File: src/rtl/tmr_div_pkg.sv
`timescale 1ns/1ps
package tmr_div_pkg;
  localparam int unsigned BORROW_STAGES = 3;
  typedef enum logic {BASE_FAST = 1'b0, BASE_SLOW = 1'b1} base_sel_e;
endpackage

File: src/rtl/tmr_div_prescale.sv
`timescale 1ns/1ps
module tmr_div_prescale #(
  parameter int unsigned FAST_DIV = 28,
  parameter int unsigned SLOW_DIV = 114
) (
  input  logic clk_i,
  input  logic rst_ni,
  input  logic base_sel_i,
  output logic tick_o
);
  localparam int unsigned MAXDIV = (FAST_DIV > SLOW_DIV) ? FAST_DIV : SLOW_DIV;
  localparam int unsigned PW     = $clog2(MAXDIV);

  logic [PW-1:0] cnt_q;
  logic [PW-1:0] limit;
  logic          tick_q;

  assign limit = (base_sel_i == tmr_div_pkg::BASE_SLOW) ? PW'(SLOW_DIV - 1) : PW'(FAST_DIV - 1);

  always_ff @(posedge clk_i or negedge rst_ni) begin
    if (!rst_ni) begin
      cnt_q  <= '0;
      tick_q <= 1'b0;
    end else begin
      tick_q <= (cnt_q >= limit);
      cnt_q  <= (cnt_q >= limit) ? '0 : cnt_q + 1'b1;
    end
  end

  assign tick_o = tick_q;

  p_tick_gap_r4: assert property (@(posedge clk_i) disable iff (!rst_ni)
    tick_q |=> !tick_q);
endmodule

File: src/rtl/tmr_div_chan.sv
`timescale 1ns/1ps
module tmr_div_chan #(
  parameter int unsigned CW     = 8,
  parameter int unsigned STAGES = tmr_div_pkg::BORROW_STAGES
) (
  input  logic          clk_i,
  input  logic          rst_ni,
  input  logic          en_i,
  input  logic          is_lo_i,       // lower half of an active pair
  input  logic          upper_zero_i,  // upper half is zero
  input  logic          pair_reload_i, // upper half reloads the pair
  input  logic [CW-1:0] div_i,
  output logic          zero_o,
  output logic          borrow_o,
  output logic          timeout_o
);
  logic [CW-1:0]     cnt_q;
  logic [STAGES-1:0] pipe_q;
  logic              term_q;
  logic              to_q;
  logic              zero;
  logic              hold;
  logic              launch;

  assign zero   = (cnt_q == '0);
  assign hold   = is_lo_i ? term_q : |pipe_q;
  assign launch = en_i & zero & ~hold;

  always_ff @(posedge clk_i or negedge rst_ni) begin
    if (!rst_ni) begin
      cnt_q  <= '0;
      pipe_q <= '0;
      term_q <= 1'b0;
      to_q   <= 1'b0;
    end else begin
      pipe_q <= {pipe_q[STAGES-2:0], launch};
      to_q   <= pipe_q[STAGES-1];
      if (is_lo_i) begin
        if (pair_reload_i) begin
          cnt_q  <= div_i;
          term_q <= 1'b0;
        end else if (launch) begin
          // terminal zero freezes; otherwise wrap and borrow from upper half
          if (upper_zero_i) term_q <= 1'b1;
          else              cnt_q  <= '1;
        end else if (en_i && !zero) begin
          cnt_q <= cnt_q - 1'b1;
        end
      end else begin
        term_q <= 1'b0;
        if (pipe_q[STAGES-1])   cnt_q <= div_i;
        else if (en_i && !zero) cnt_q <= cnt_q - 1'b1;
      end
    end
  end

  assign zero_o    = zero;
  assign borrow_o  = pipe_q[STAGES-1];
  assign timeout_o = to_q;

  p_pulse_once_r6: assert property (@(posedge clk_i) disable iff (!rst_ni)
    to_q |=> !to_q);
  p_count_down_r1: assert property (@(posedge clk_i) disable iff (!rst_ni)
    (en_i && !zero && !pair_reload_i) |=> cnt_q == CW'($past(cnt_q) - 1'b1));
  p_reload_div_r8: assert property (@(posedge clk_i) disable iff (!rst_ni)
    (!is_lo_i && pipe_q[STAGES-1]) |=> cnt_q == $past(div_i));
  p_freeze_zero_r2: assert property (@(posedge clk_i) disable iff (!rst_ni)
    term_q |-> zero);
endmodule

File: src/rtl/tmr_divider.sv
`timescale 1ns/1ps
module tmr_divider #(
  parameter int unsigned CW       = 8,
  parameter int unsigned FAST_DIV = 28,
  parameter int unsigned SLOW_DIV = 114
) (
  input  logic             clk_i,
  input  logic             rst_ni,
  input  logic [4*CW-1:0]  div_i,
  input  logic             base_sel_i,
  input  logic [1:0]       fast_clk_i,
  input  logic [1:0]       link_i,
  output logic [3:0]       timeout_o
);
  localparam int unsigned NCH = 4;

  logic       tick;
  logic [NCH-1:0] en, zero, borrow, to;

  tmr_div_prescale #(.FAST_DIV(FAST_DIV), .SLOW_DIV(SLOW_DIV)) u_pre (
    .clk_i      (clk_i),
    .rst_ni     (rst_ni),
    .base_sel_i (base_sel_i),
    .tick_o     (tick)
  );

  for (genvar k = 0; k < NCH; k++) begin : g_ch
    localparam int unsigned P = k / 2;
    if (k % 2 == 0) begin : g_lo
      assign en[k] = fast_clk_i[P] ? 1'b1 : tick;
      tmr_div_chan #(.CW(CW)) u_ch (
        .clk_i         (clk_i),
        .rst_ni        (rst_ni),
        .en_i          (en[k]),
        .is_lo_i       (link_i[P]),
        .upper_zero_i  (zero[k+1]),
        .pair_reload_i (link_i[P] & borrow[k+1]),
        .div_i         (div_i[k*CW +: CW]),
        .zero_o        (zero[k]),
        .borrow_o      (borrow[k]),
        .timeout_o     (to[k])
      );
    end else begin : g_hi
      // upper channels never see the system clock directly
      assign en[k] = link_i[P] ? borrow[k-1] : tick;
      tmr_div_chan #(.CW(CW)) u_ch (
        .clk_i         (clk_i),
        .rst_ni        (rst_ni),
        .en_i          (en[k]),
        .is_lo_i       (1'b0),
        .upper_zero_i  (1'b1),
        .pair_reload_i (1'b0),
        .div_i         (div_i[k*CW +: CW]),
        .zero_o        (zero[k]),
        .borrow_o      (borrow[k]),
        .timeout_o     (to[k])
      );
    end
  end

  assign timeout_o = to;

  p_upper_en_r5: assert property (@(posedge clk_i) disable iff (!rst_ni)
    (!link_i[0] && en[1]) |-> tick);
  p_reset_quiet_r9: assert property (@(posedge clk_i)
    !rst_ni |-> timeout_o == '0);
endmodule

File: config.mk
export PLATFORM = sky130hd
export DESIGN_NAME = tmr_divider
export DESIGN_NICKNAME = d
export VERILOG_FILES = /design/src/rtl/tmr_div_pkg.sv /design/src/rtl/tmr_div_prescale.sv /design/src/rtl/tmr_div_chan.sv /design/src/rtl/tmr_divider.sv
export SDC_FILE = /design/constraint.sdc
export NUM_CORES = 1
export LEC_CHECK = 0
export CAP_MARGIN = 40
export CORE_ASPECT_RATIO = 1.2
export CORE_MARGIN = 2
export CORE_UTILIZATION = 57
export DETAILED_ROUTE_END_ITERATION = 16
export DONT_BUFFER_PORTS = 1
export PLACE_DENSITY = 0.72
export SYNTH_ARGS = -nofsm -noshare
export SYNTH_HDL_FRONTEND = slang
export SYNTH_SLANG_ARGS = --single-unit
File: constraint.sdc
create_clock -name clk_i -period 2.1 [get_ports clk_i]
set_clock_uncertainty 0.05 [all_clocks]
set_input_delay 0.525 -clock clk_i [delete_from_list [all_inputs] [get_ports clk_i]]
set_output_delay 0.525 -clock clk_i [all_outputs]
set_load 0.005 [all_outputs]
# After elaboration in Yosys (flattened, before gate mapping)
# Cells that the tools add are included.
# Widths: inputs -> output; s select.
word_totals:
  ff_bits: 58
  in_bits: 39
  output_inout_bits: 4
  word_cells: 94
classes:
  n_addsub: 5
  n_lt_le_gt_ge: 1
  n_eq_ne: 6
  muxes: 32
  n_bitwise: 14
  reduce_logical: 20
op_table:
  columns: ["op", "n"]
  rows:
  - ["$mux 8", 16]
  - ["$logic_not 8->1", 4]
  - ["$sub 8x1->8 const B", 4]
  - ["$mux 1", 14]
  - ["$mux 7", 2]
  - ["$ne 3x1->1 const B", 4]
  - ["$reduce_or 3->1", 4]
  - ["$and 1x1->1", 10]
  - ["$ne 4x4->1 const B", 2]
  - ["$add 7x1->7 const B", 1]
  - ["$ge 7x7->1", 1]
  - ["$logic_and 1x1->1", 4]
  - ["$logic_not 1->1", 4]
  - ["$not 1->1", 4]
  - ["$reduce_and 2->1", 2]
  - ["$reduce_bool 2->1", 2]

# Logic depth before layout (Yosys ltp)
depth:
  depth_word: 7
  depth_mapped: 7
  ltp_nobuf: 7

# Cells and area by module
# Synthesis repeated with hierarchy kept, for this count alone.
unflattened:
  cells_unflattened: 488
  hier_area_um2: 4377.9
modules_own_cells:
  columns: ["module", "instances", "cells_per_inst", "area_each_um2", "seq_area_each_um2"]
  rows:
  - ["tmr_div_chan", 4, 110, 972.2, 325.3]
  - ["tmr_div_prescale", 1, 40, 425.4, 200.2]
  - ["tmr_divider", 1, 8, 63.8, 0.0]

# Least setup slack after synthesis
# Ideal clock, no wire load.
synth_path:
  path_kind: "reg2reg"
  from: "reg g_ch[0].g_lo.u_ch.cnt_q[0]"
  to: "reg g_ch[0].g_lo.u_ch.cnt_q[0]"
  arrival_time_ns: 1.831
  path_slack_ns: 0.089
  stages_incl_launch_ff: 8
  path_buffers: 0
  path_cell_list: "dfrtp_1 inv_1 ha_1 nor3b_1 nand3b_1 or3_1 nor3_1 nor3_1"
synth_between:
  elab_chain_len: 7
  word_cells_on_any_way: 12
  cone_classes: "add/sub (1); eq/ne (1); mux (5); bitwise (2); reduce/logical (3)"
synth_rtl:
  columns: ["item", "line_no", "rtl"]
  rows:
  - ["start: declaration", "tmr_div_chan.sv:17", "logic [CW-1:0] cnt_q;"]
  - ["start signal: assignment", "tmr_div_chan.sv:40", "cnt_q <= div_i;"]
  - ["start signal: assignment", "tmr_div_chan.sv:47", "cnt_q <= cnt_q - 1'b1;"]
  - ["start signal: assignment", "tmr_div_chan.sv:51", "if (pipe_q[STAGES-1]) cnt_q <= div_i;"]
  - ["branches (longest 7 deep; another with $sub 8x1->8)", null, null]
# Parallel ways; which one is timed is not known.
# A chain may end at the register's enable or synchronous reset.

# Worst setup path in the final report
layout_path:
  from: "reg g_ch[2].g_lo.u_ch.cnt_q[1]"
  to: "reg g_ch[2].g_lo.u_ch.cnt_q[3]"
layout_between:
  elab_chain_len: 7
  word_cells_on_any_way: 12
  cone_classes: "add/sub (1); eq/ne (1); mux (5); bitwise (2); reduce/logical (3)"
layout_rtl:
  columns: ["item", "line_no"]
  rows:
  - ["start: declaration", "tmr_div_chan.sv:17"]
  - ["start signal: assignment", "tmr_div_chan.sv:40"]
  - ["start signal: assignment", "tmr_div_chan.sv:47"]
  - ["start signal: assignment", "tmr_div_chan.sv:51"]
  - ["branches (longest 7 deep; another with $sub 8x1->8)", null]
# Parallel ways; which one is timed is not known.

==> qor.txt <==
Row count = 29
Worst setup EP type = flip-flop
GR Overflow Total = 0
Synth cell types = 48
GPL Wtd Cong = 0.912
Starting DRT DRC Count = 84
Pre-Repair DR Iteration Count = 4
Count of pins over their slew limit = 0
RSZ-0062 raised after global routing = no
Worst Hold Class = in -> async
Fmax = 496 MHz
Sequential share of the synthesized area = 47.2%
Relative slew slack = 59.5%
Total GRT Usage = 21.5%
Largest fanout on the critical path = 4
H-tree levels = 3
Hold Slack = -3.35 ps
Clk buf depth = 2
Post-route clock period utilization = 95.9%
Root buf cell = clkbuf_8
Post-synth EDFFs = 0
RR Startpoint = g_ch[2].g_lo.u_ch.cnt_q[1]
# setup viols final = 0
Core area = 0.00526 sq mm
Post-Route WL = 5.86 mm
Die Wd = 71.1 um
Worst-path clk slew = 70 ps
Slew @ Worst Pin = 603 ps
Initial antenna violation count = 0
Die ar. = 0.00600 sq mm
Mean Syn Cell Area = 9.86 sq um
Largest net degree at the start of global routing = 59
Failing checks = negative hold slack
Placed Instances = 373
Ys async rst share = 100%
Utilization after layout = 66.1%
Critical Path Source Type = flip-flop
Final Hold Fails = 7
CP arrival = 2160 ps
Final instance area = 0.00348 sq mm
WL per Instance = 15.0 um
Max Cap Viol = 0
Vias = 2214
Most used DFF post-synth = dfrtp_1
Synth top area share = 47.2%
Clock Latency Late Sink = 340 ps
R2R cell count = 7
IO Port Bufs = 0
HPWL Detailed = 4.02 mm
DR vias/cell = 5.68
TritonCTS clock tree = built
Clk sinks = 58
Maximum VDD drop = 0.682 mV
Syn-to-layout area delta = 13.1%
Cell with the most instances after synthesis = dfrtp_1
Fillers = 414
Synth warn = 0
Cells after Synth = 312
Largest area contributor in the netlist = dfrtp_1
TritonCTS Buffers = 9
Mapped Area = 0.00308 sq mm
Reg2reg end = g_ch[2].g_lo.u_ch.cnt_q[3]
Pleak = 0.00154 uW
IO Count = 43
Reg2Reg Setup Slack = 90 ps
Top cells by area, synth = dfrtp_1 47%, ha_1 5.3%, xnor2_1 3.7%, nand2_1 3.7%, nor2_1 3.4%
Tot Pwr = 4540 uW
Pwr per Cell Area = 1310 mW/mm^2
WP data required = 2250 ps
Share of cells above drive strength 1 = 15.5%
First-pass GRT wire length = 10.1 mm
Critical setup path kind = reg -> reg
Final worst slack = 85.3 ps
Syn_nets = 364
Commonest cells in the netlist = 58 x dfrtp_1, 30 x nand2_1, 28 x nor2_1, 20 x o21ai_0
Flops & latches, synth = 58
Finished Layout Cells = 390
Antenna-violating nets left = 0
Die height = 84.5 um
Initial Util = 58.5%
DRC = 0
Net count, final = 375
Placed Area = 0.00316 sq mm
Diode count = 0
Final Critical Period = 2010 ps
Vias in the first global route = 2302
Pre-CTS WS = -18.6 ps
Status = complete, but fails checks
-- stage by stage --
| stage | TNS [ps] | hold WS [ps] |
|---|---|---|
| 2_1_floorplan | 0 | 179 |
| 3_3_place_gp | 0 | 181 |
| 3_5_place_dp | -23.6 | 181 |
| 4_1_cts | 0 | 6.87 |
| 5_1_grt | 0 | 19.7 |
| 6_report | 0 | -3.35 |
-- kinds of logic after synthesis --
group           count (synthesis)  synth area share (%)
compound gates                 61                  12.1
xor+xnor                       22                  6.27
fa+ha+maj                      13                  5.29
buf+inv                        29                  4.19
flops                          58                  47.2
mux                            14                  4.84
simple gates                  115                  20.1
-- state kept, by name, indices dropped and copies added, names as in the netlist --
name,cells
g_ch.g_lo.u_ch.term_q,2
g_ch.g_lo.u_ch.timeout_o,2
g_ch.g_hi.u_ch.timeout_o,2
g_ch.g_hi.u_ch.pipe_q,6
g_ch.g_lo.u_ch.pipe_q,6
u_pre.tick_o,1
u_pre.cnt_q,7
g_ch.g_lo.u_ch.cnt_q,16
g_ch.g_hi.u_ch.cnt_q,16
-- layer usage --
layer  GRT usage (%)  up-vias  part of all wire (%)
met2            35.4       35                    49
li1                -     1124                     -
met1            27.0     1046                    46
met4            11.0        0                   2.4
met5               0        -                     0
met3            3.96        9                   3.1
-- report_power, final --
| group | switching, uW | internal, uW | leakage (uW) | total [uW] |
|---|---|---|---|---|
| logic | 678 | 687 | 0.000672 | 1370 |
| registers | 401 | 1490 | 0.000741 | 1890 |
| clock network | 437 | 849 | 0.000129 | 1290 |
-- placed cells by master, fill, tap and decap left out, drive strengths merged, types with 3 or more instances in the layout --
| cell | Yosys | routed |
|---|---|---|
| clkbuf | 4 | 11 |
| buf | 6 | 10 |
| nand3 | 9 | 9 |
| mux2 | 7 | 7 |
| a2111oi | 3 | 3 |
| nor3b | 3 | 3 |
| mux2i | 7 | 7 |
| o221ai | 4 | 4 |
| xor2 | 9 | 9 |
| nor4 | 9 | 9 |
| or4 | 9 | 9 |
| o21ai | 22 | 22 |
| ha | 13 | 13 |
| nor3 | 8 | 8 |
| o211ai | 4 | 4 |
| dfrtp | 58 | 58 |
| bufinv | 0 | 3 |
| or3 | 4 | 4 |
| inv | 19 | 19 |
| nand2 | 30 | 30 |
| xnor2 | 13 | 13 |
| a21oi | 19 | 19 |
| nand3b | 3 | 3 |
| nor2 | 28 | 28 |
-- area by class of cell --
| cell class | count | area, sq um | share of cell area [%] |
|---|---|---|---|
| Inverter | 19 | 71.3 | 2.05 |
| Tap cell | 62 | 77.6 | 2.23 |
| Clock inverter | 5 | 100 | 2.88 |
| Clock buffer | 11 | 151 | 4.35 |
| Sequential cell | 58 | 1450 | 41.7 |
| Timing Repair Buffer | 10 | 95.1 | 2.73 |
| Multi-Input combinational cell | 225 | 1530 | 44.0 |
-- worst max-delay path, cell delays in order, from the launching register on --
cell	delay, ps
dfrtp_1	390
inv_2	60
ha_2	180
or3b_4	270
o22ai_2	90
or4_4	530
xor2_1	160
o221ai_1	140
-- worst max-delay path by stage --
stage                               start                          to  slack [ps]  cells past startpoint
2_1_floorplan  g_ch[0].g_lo.u_ch.cnt_q[0]  g_ch[0].g_lo.u_ch.cnt_q[0]          90                      7
3_3_place_gp   g_ch[2].g_lo.u_ch.cnt_q[1]  g_ch[2].g_lo.u_ch.cnt_q[0]          70                      7
3_5_place_dp   g_ch[2].g_lo.u_ch.cnt_q[1]  g_ch[2].g_lo.u_ch.cnt_q[3]         -20                      6
4_1_cts        g_ch[2].g_lo.u_ch.cnt_q[1]  g_ch[2].g_lo.u_ch.cnt_q[3]          20                      8
5_1_grt        g_ch[2].g_lo.u_ch.cnt_q[0]  g_ch[2].g_lo.u_ch.cnt_q[2]          20                      7
6_report       g_ch[2].g_lo.u_ch.cnt_q[1]  g_ch[2].g_lo.u_ch.cnt_q[3]          90                      7
-- timing repair --
| item | CTS | global route |
|---|---|---|
| pin swaps | 1 | 2 |
| setup endpoints to repair | 8 | 13 |
| endpoints found under the hold margin | 58 | 0 |
| hold buffers | 1 | 0 |
| resized for setup | 4 | 4 |
| setup buffers | 0 | 1 |
No activity file was read; power rests on OpenSTA's default activity.
